===== src/rtl/comm_pkg.sv =====
package comm_pkg;

    localparam int POS_W   = 16;
    localparam int LEN_W   = 8;
    localparam int PAT_W   = 8;
    localparam int ENTRY_W = LEN_W + PAT_W;

    typedef logic [POS_W-1:0] pos_t;

    // table entry: length in the high byte, pin pattern in the low byte
    typedef struct packed {
        logic [LEN_W-1:0] len;
        logic [PAT_W-1:0] pat;
    } entry_t;

    typedef struct packed {
        pos_t lower;
        pos_t upper;
    } window_t;

    typedef enum logic [1:0] {
        STEP_HOLD = 2'd0,
        STEP_UP   = 2'd1,
        STEP_DOWN = 2'd2
    } step_e;

    typedef enum logic [1:0] {
        CMD_IDLE   = 2'b00,
        CMD_SPARE  = 2'b01,
        CMD_FORCE  = 2'b10,
        CMD_UPDATE = 2'b11
    } hcmd_e;

    function automatic pos_t edge_grow(pos_t base, logic [LEN_W-1:0] len);
        return base + pos_t'(len);
    endfunction

    function automatic pos_t edge_shrink(pos_t base, logic [LEN_W-1:0] len);
        return base - pos_t'(len);
    endfunction

endpackage


===== src/rtl/comm_table.sv =====
module comm_table
    import comm_pkg::*;
#(
    parameter int DEPTH = 8,
    localparam int IDX_W = $clog2(DEPTH)
) (
    input  logic             clk,
    input  logic             rst,
    input  logic             we,
    input  logic [IDX_W-1:0] waddr,
    input  entry_t           wdata,
    input  logic [IDX_W-1:0] cur_idx,
    input  logic [IDX_W-1:0] nxt_idx,
    output entry_t           cur_entry,
    output entry_t           nxt_entry
);

    entry_t cells [DEPTH];

    for (genvar g = 0; g < DEPTH; g++) begin : g_cell
        always_ff @(posedge clk) begin
            if (rst) begin
                cells[g] <= '0;
            end else if (we && (waddr == IDX_W'(g))) begin
                cells[g] <= wdata;
            end
        end
    end

    always_comb begin
        cur_entry = '0;
        nxt_entry = '0;
        if (int'(cur_idx) < DEPTH) cur_entry = cells[cur_idx];
        if (int'(nxt_idx) < DEPTH) nxt_entry = cells[nxt_idx];
    end

endmodule


===== src/rtl/comm_window.sv =====
module comm_window
    import comm_pkg::*;
#(
    parameter int IDX_W = 3,
    parameter int CNT_W = 4
) (
    input  pos_t             pos_i,
    input  pos_t             offset_i,
    input  window_t          win_i,
    input  logic [IDX_W-1:0] state_i,
    input  logic [CNT_W-1:0] nstates_i,
    output step_e            step_o,
    output logic [IDX_W-1:0] next_o
);

    pos_t             shifted;
    pos_t             rel;
    pos_t             span;
    logic [CNT_W-1:0] up_wide;

    always_comb begin
        shifted = pos_i + offset_i;
        rel     = shifted - win_i.lower;
        span    = win_i.upper - win_i.lower;

        if (rel[POS_W-1]) begin
            step_o = STEP_DOWN;
        end else if ($signed(rel) < $signed(span)) begin
            step_o = STEP_HOLD;
        end else begin
            step_o = STEP_UP;
        end

        up_wide = CNT_W'(state_i) + CNT_W'(1);

        unique case (step_o)
            STEP_UP:   next_o = (up_wide >= nstates_i) ? '0 : IDX_W'(up_wide);
            STEP_DOWN: next_o = (state_i == '0) ? IDX_W'(nstates_i - CNT_W'(1))
                                                : state_i - IDX_W'(1);
            default:   next_o = state_i;
        endcase
    end

endmodule


===== src/rtl/comm_pacer.sv =====
module comm_pacer #(
    parameter int TIMER_W = 16
) (
    input  logic               clk,
    input  logic               rst,
    input  logic               arm,
    input  logic               disarm,
    input  logic [TIMER_W-1:0] period,
    output logic               tick
);

    logic               armed_q;
    logic [TIMER_W-1:0] cnt_q;
    logic [TIMER_W-1:0] limit;

    assign limit = (period == '0) ? '0 : period - TIMER_W'(1);
    assign tick  = armed_q && (cnt_q >= limit);

    always_ff @(posedge clk) begin
        if (rst) begin
            armed_q <= 1'b0;
            cnt_q   <= '0;
        end else if (arm) begin
            armed_q <= 1'b1;
            cnt_q   <= '0;
        end else if (disarm) begin
            armed_q <= 1'b0;
            cnt_q   <= '0;
        end else if (armed_q) begin
            cnt_q <= tick ? '0 : cnt_q + TIMER_W'(1);
        end
    end

    // once stopped, the timer stays silent on the next cycle
    a_r8_disarm_silences: assert property (@(posedge clk) disable iff (rst)
        (disarm && !arm) |=> !tick);

    // a fresh start never fires before a full interval of at least one cycle
    a_r7_restart_waits: assert property (@(posedge clk) disable iff (rst)
        (arm && period > TIMER_W'(1)) |=> !tick);

endmodule


===== src/rtl/comm_tracker.sv =====
module comm_tracker
    import comm_pkg::*;
#(
    parameter int MAX_STATES = 8,
    parameter int TIMER_W    = 16,
    localparam int IDX_W = $clog2(MAX_STATES),
    localparam int CNT_W = $clog2(MAX_STATES + 1)
) (
    input  logic               clk,
    input  logic               rst,
    input  logic [POS_W-1:0]   pos_i,
    input  logic [POS_W-1:0]   offset_i,
    input  logic [CNT_W-1:0]   num_states_i,
    input  logic [1:0]         mode_i,
    input  logic               evt_i,
    input  logic [TIMER_W-1:0] period_i,
    input  logic [1:0]         host_cmd_i,
    input  logic               tbl_we_i,
    input  logic [IDX_W-1:0]   tbl_addr_i,
    input  logic [ENTRY_W-1:0] tbl_data_i,
    input  logic               init_we_i,
    input  logic [IDX_W-1:0]   init_state_i,
    input  logic [POS_W-1:0]   init_lower_i,
    input  logic [POS_W-1:0]   init_upper_i,
    output logic [IDX_W-1:0]   state_o,
    output logic [POS_W-1:0]   lower_o,
    output logic [POS_W-1:0]   upper_o,
    output logic [PAT_W-1:0]   pins_o,
    output logic               done_o
);

    // ---------------- registered state ----------------
    logic [IDX_W-1:0] state_q;
    window_t          win_q;
    logic [PAT_W-1:0] pins_q;
    logic             done_q;

    // ---------------- action decode ----------------
    hcmd_e cmd;
    logic  periodic_mode;
    logic  cmd_busy;
    logic  do_init, do_cmd_force, do_cmd_update;
    logic  do_evt_test, do_evt_force, do_tick;
    logic  do_eval, do_force;
    logic  tick;

    assign cmd           = hcmd_e'(host_cmd_i);
    assign periodic_mode = !mode_i[1];
    assign do_init       = init_we_i;
    assign cmd_busy      = !do_init && host_cmd_i[1];
    assign do_cmd_force  = !do_init && (cmd == CMD_FORCE);
    assign do_cmd_update = !do_init && (cmd == CMD_UPDATE);
    assign do_evt_test   = !do_init && !cmd_busy && evt_i && (mode_i == 2'b10);
    assign do_evt_force  = !do_init && !cmd_busy && evt_i && (mode_i == 2'b11);
    assign do_tick       = !do_init && !cmd_busy && tick && periodic_mode;
    assign do_eval       = do_cmd_update || do_evt_test || do_tick;
    assign do_force      = do_cmd_force || do_evt_force;

    // ---------------- interval timer ----------------
    comm_pacer #(.TIMER_W(TIMER_W)) u_pacer (
        .clk    (clk),
        .rst    (rst),
        .arm    (do_cmd_update && periodic_mode),
        .disarm (do_cmd_force || !periodic_mode),
        .period (period_i),
        .tick   (tick)
    );

    // ---------------- window test ----------------
    step_e            step;
    logic [IDX_W-1:0] next_state;

    comm_window #(.IDX_W(IDX_W), .CNT_W(CNT_W)) u_window (
        .pos_i     (pos_i),
        .offset_i  (offset_i),
        .win_i     (win_q),
        .state_i   (state_q),
        .nstates_i (num_states_i),
        .step_o    (step),
        .next_o    (next_state)
    );

    // ---------------- step table ----------------
    entry_t cur_entry;
    entry_t nxt_entry;

    comm_table #(.DEPTH(MAX_STATES)) u_table (
        .clk       (clk),
        .rst       (rst),
        .we        (tbl_we_i),
        .waddr     (tbl_addr_i),
        .wdata     (entry_t'(tbl_data_i)),
        .cur_idx   (state_q),
        .nxt_idx   (next_state),
        .cur_entry (cur_entry),
        .nxt_entry (nxt_entry)
    );

    // ---------------- next window ----------------
    window_t win_next;

    always_comb begin
        win_next = win_q;
        unique case (step)
            STEP_UP: begin
                win_next.lower = win_q.upper;
                win_next.upper = edge_grow(win_q.upper, nxt_entry.len);
            end
            STEP_DOWN: begin
                win_next.upper = win_q.lower;
                win_next.lower = edge_shrink(win_q.lower, nxt_entry.len);
            end
            default: win_next = win_q;
        endcase
    end

    // ---------------- state update ----------------
    always_ff @(posedge clk) begin
        if (rst) begin
            state_q <= '0;
            win_q   <= '0;
            pins_q  <= '0;
            done_q  <= 1'b0;
        end else begin
            done_q <= do_init || do_eval || do_force;
            if (do_init) begin
                state_q     <= init_state_i;
                win_q.lower <= init_lower_i;
                win_q.upper <= init_upper_i;
            end else if (do_eval) begin
                state_q <= next_state;
                win_q   <= win_next;
                pins_q  <= nxt_entry.pat;
            end else if (do_force) begin
                pins_q <= cur_entry.pat;
            end
        end
    end

    assign state_o = state_q;
    assign lower_o = win_q.lower;
    assign upper_o = win_q.upper;
    assign pins_o  = pins_q;
    assign done_o  = done_q;

    // ---------------- assertions ----------------
    a_r4_up_reuses_upper: assert property (@(posedge clk) disable iff (rst)
        (do_eval && step == STEP_UP) |=> (lower_o == $past(upper_o)));

    a_r3_down_reuses_lower: assert property (@(posedge clk) disable iff (rst)
        (do_eval && step == STEP_DOWN) |=> (upper_o == $past(lower_o)));

    a_r2_inside_holds: assert property (@(posedge clk) disable iff (rst)
        (do_eval && step == STEP_HOLD) |=>
            ($stable(state_o) && $stable(lower_o) && $stable(upper_o)));

    a_r8_force_keeps_position: assert property (@(posedge clk) disable iff (rst)
        (do_force && !do_eval && !do_init) |=>
            ($stable(state_o) && $stable(lower_o) && $stable(upper_o)));

    a_r10_init_keeps_pins: assert property (@(posedge clk) disable iff (rst)
        do_init |=> $stable(pins_o));

    a_r11_done_after_action: assert property (@(posedge clk) disable iff (rst)
        (do_init || do_eval || do_force) |=> done_o);

    a_r11_done_quiet: assert property (@(posedge clk) disable iff (rst)
        !(do_init || do_eval || do_force) |=> !done_o);

    a_r12_single_action: assert property (@(posedge clk) disable iff (rst)
        $countones({do_init, do_eval, do_force}) <= 1);

endmodule


===== config.mk =====
export PLATFORM = sky130hd
export DESIGN_NAME = comm_tracker
export DESIGN_NICKNAME = d
export VERILOG_FILES = /design/src/rtl/comm_pkg.sv /design/src/rtl/comm_table.sv /design/src/rtl/comm_window.sv /design/src/rtl/comm_pacer.sv /design/src/rtl/comm_tracker.sv
export SDC_FILE = /design/constraint.sdc
export NUM_CORES = 1
export LEC_CHECK = 0
export ABC_CLOCK_PERIOD_IN_PS = 8100
export CORE_MARGIN = 5
export CORE_UTILIZATION = 40
export DETAILED_ROUTE_END_ITERATION = 12
export PLACE_DENSITY_LB_ADDON = 0.25
export RECOVER_POWER = 100
export SKIP_CTS_REPAIR_TIMING = 1
export SLEW_MARGIN = 20
export SYNTH_ARGS = -nofsm -noshare
export SYNTH_HDL_FRONTEND = slang
export SYNTH_HIERARCHICAL = 1
export SYNTH_SLANG_ARGS = --single-unit

===== constraint.sdc =====
create_clock -name clk -period 8.1 [get_ports clk]
set_input_delay 0.81 -clock clk [delete_from_list [all_inputs] [get_ports clk]]
set_output_delay 0.81 -clock clk [all_outputs]
set_load 0.005 [all_outputs]

Word level (Yosys, flattened, before mapping)
Memories as Yosys holds them, arrays and structs flattened. A register that Yosys moved wholly into a read port is not among the register bits.
Index checks and enable logic that the tools add are counted.
- RAM bits: 128
- bits in registers: 61
- input bits: 115
- output and inout bits: 44
- memories kept: 1
- word-level logic and storage cells: 133
- equal/unequal tests: 13
- order comparisons: 3
- $add $sub $neg: 10
- bitwise gates (word level): 9
- reduce and logical (&&, ||, !) cells: 38
- mux-type cells: 52
- memory list (name ; depth ; width ; rd ports ; clocked after memory_dff ; wr ports ; RTL line ; text):
    u_table.cells ; 8 ; 16 ; 2 ; 1 ; 8 ; comm_table.sv:18 ; entry_t cells [DEPTH];
- operators with widths (cell ; number):
    $mux W16 ; 10
    $mux W32 ; 2
    $pmux W32 S2 ; 1
    $sub A16 B16 Y16 ; 2
    $mux W1 ; 29
    $logic_and A1 B1 Y1 ; 19
    $mux W3 ; 6
    $add A16 B1 Y16 const B ; 1
    $add A16 B16 Y16 ; 1
    $add A16 B8 Y16 ; 1
    $ge A16 B16 Y1 ; 1
    $logic_not A16 Y1 ; 1
    $lt A16 B16 Y1 ; 1
    $mux W8 ; 2
    $sub A16 B1 Y16 const B ; 1
    $sub A16 B8 Y16 ; 1
    $eq A3 B3 Y1 const B ; 4
    $eq A2 B2 Y1 const B ; 5
    $or A1 B1 Y1 ; 8
    $eq A3 B2 Y1 const B ; 2
    $logic_not A3 Y1 ; 2
    $logic_or A1 B1 Y1 ; 6
    $pmux W3 S2 ; 1
    $reduce_bool A2 Y1 ; 3
    11 further kinds ; 15

Logic depth before layout (Yosys ltp)
- word-level depth: 12
- mapped depth: 33
- depth with buffers taken out: 31

Hierarchy
Netlist, hierarchy kept.
- by module, submodules not included (module ; times used ; area each (um^2) ; seq. area each (um^2) ; cells an instance):
    comm_table ; 1 ; 6912.9 ; 3843.7 ; 431
    comm_tracker ; 1 ; 3388.2 ; 880.8 ; 440
    comm_window ; 1 ; 2498.6 ; 0.0 ; 336
    comm_pacer ; 1 ; 1450.1 ; 340.3 ; 186

Worst setup path before layout
OpenSTA, ideal clock, no wires.
- path type: input -> register
- start: input port pos_i[1]
- end: register win_q, in the netlist upper_o[8]
- data arrival time: 7764 ps
- path buffers: 2
- data required time: 7954 ps
- setup time: 146 ps
- stages on the path: 32
- path slack: 191 ps
- cells stage by stage: inv_1 > fa_1 > inv_1 > fa_1 > a21o_2 > a21oi_1 > o211ai_1 > and3_1 > o21a_1 > nor2_1 > xnor2_1 > ha_1 > a21o_1 > a211o_1 > or3_1 > o21ai_0 > nand2_1 > nand2_1 > mux2_2 > mux2_4 > buf_6 > buf_6 > mux4_1 > mux2_2 > ha_1 > fa_1 > a21o_1 > a221oi_1 > a211oi_1 > or3_1 > a21oi_1 > a311oi_1
- RTL lines (item ; RTL line ; text):
    from (decl) ; comm_tracker.sv:11 ; input logic [POS_W-1:0] pos_i,
    to (signal assigned) ; comm_tracker.sv:132 ; win_q <= win_next;
    to (decl) ; comm_tracker.sv:34 ; window_t win_q;

==> metrics.csv <==
metric,value,unit
syn_area,0.0138,mm²
cts-root-buf,clkbuf_16,
clock-sinks,189,
area_delta_synth_final,23.7,%
finalWirelength,38.8,mm
hold_depth,2,
setup_slack,0.240,ns
path_clk_slew,0.08,ns
vias,11300,
insertion_delay,0.44,ns
reg2reg_depth,30,
die-area,0.0382,mm²
min_from,upper_o[0]$_SDFFE_PP0P_,
cts_buffers,17,
yosys_warnings,6,
grt_pass1_vias,11200,
fin_crit,7.86,ns
syn-num-nets,1590,
rows,68,
diodes,0,
finClkSkew,0.0126,ns
instances_no_fill,2032,
drc,0,
antenna_found_initial,0,
r2r_end,upper_o[8]$_SDFFE_PP0P_,
cts_max_path_buffers,2,
hpwl,27.7,mm
timing.slew.headroom,-112,%
multi_input_area,0.00798,mm²
min_to,upper_o[0]$_SDFFE_PP0P_,
hold_viol,0,
reg2reg_setup_slack,0.61,ns
regArea,0.00506,mm²
first_iter_violations,630,
synth.avg_cell_area,10.0,µm²
io_pins,159,
rsz0062_at_grt,yes,
portBuffers,158,
setup_violations,0,
slew_viol_final,270,
maxClockFrequency,127,MHz
gp_congestion,0.856,
required,8.40,ns
cp-end-kind,flip-flop,
cts_tree,yes,
grt_usage,19.7,%
fillers,3182,
dp_cells,1989,
criticalPathCategory,in2reg,
failed_checks,"capacitance limit, slew limit",
cp_slowest_stage_delay,0.54,ns
overflow,0,
timing.critical_path.mode_cell,buf_4,
die_w,195,µm
critPathLaunchType,primary input,
hp-class,reg2reg,
htreeDepth,4,
status,"finished, violations left",
cp.arrival,8.16,ns
drt-wirelength-per-cell,19.1,µm
grt_pass1_wl,60.9,mm
timing.rr.start,lower_o[1]$_SDFFE_PP0P_,
fin_util,49.7,%
initial_core_util,40.2,%
tightest_slew,3.18,ns
post-route-period-util,97.0,%
antenna_left,0,
fp.dieH,195,µm
viasPerCell,5.57,
layout-drive-gt1-share,13.0,%
core_area,0.0342,mm²
final_nets,1785,
critPathSlowestCell,fa_1,
dp_slack,-0.482,ns
grt_max_degree,65,
cap_viol_max_count,6,
cp_max_fo,6,
synthCells,1369,
first_pass_iters,5,
==> worst max-delay path by stage <==
stage                  start                  endpoint  slack, ns  cells past startpoint
global route        pos_i[1]  upper_o[10]$_SDFFE_PP0P_      -0.03                     33
CTS                 pos_i[1]   upper_o[9]$_SDFFE_PP0P_      -0.03                     31
finish              pos_i[1]   upper_o[8]$_SDFFE_PP0P_       0.24                     32
detailed placement  pos_i[1]   upper_o[9]$_SDFFE_PP0P_      -0.48                     31
global placement    pos_i[1]   upper_o[8]$_SDFFE_PP0P_      -0.27                     32
floorplan           pos_i[1]   upper_o[8]$_SDFFE_PP0P_       0.19                     32
==> final cells by class <==
cell class | instances | share of cell area, %
clock buffers | 17 | 2.50
clock inverters | 15 | 1.27
inverters | 128 | 2.82
multi-input cells | 970 | 46.9
flip-flops and latches | 189 | 29.8
well taps | 455 | 3.35
repair buffers | 258 | 13.4
==> cells in the final DEF, fill, tap and decap left out, types with 18 or more instances in the layout <==
cell,instances
mux2_2,25
dfxtp_1,61
clkdlybuf4s50_1,118
nor3_1,163
nand3_1,21
xor2_1,30
o211ai_1,18
edfxtp_1,128
nor2_1,79
xnor2_1,32
nand4_1,18
ha_1,83
a21oi_1,65
nand2b_1,20
mux4_1,43
o21ai_0,30
dlygate4sd3_1,38
inv_1,111
a211oi_1,21
nand2_1,75
buf_4,81
mux2i_1,19
==> per-layer routing <==
| layer | global-route usage, % | share of wire (%) |
|---|---|---|
| met1 | 26.3 | 44 |
| met2 | 34.3 | 50 |
| met3 | 2.78 | 4.9 |
| met4 | 4.27 | 1.4 |
| met5 | 0 | 0 |
==> through the flow <==
step                      hold WS (ns)  instance area, µm²  TNS [ns]
after floorplan                  0.489               13800         0
after global placement           0.515               16200     -2.61
after detailed placement         0.523               16200     -5.38
after CTS                        0.536               16800   -0.0265
after global routing             0.572               17000    -0.105
final                            0.541               17000         0
==> sequential cells by signal, summed over array words and instances, names as in the netlist <==
signal	cells
done_o	1
lower_o	16
pins_o	8
state_o	3
u_pacer/armed_q	1
u_pacer/cnt_q	16
u_table/cells	128
upper_o	16
==> worst max-delay path: cells and delay by family <==
kind,cells,cell delay (ns)
mux,4,1.47
fa+ha+maj,4,1.39
simple gates,5,1.16
compound gates,12,2.24
xor+xnor,1,0.08
buf+inv,6,1.00
Power is not shown: default switching activity piles up to over one toggle a cycle in this logic, so the estimate is an artifact.
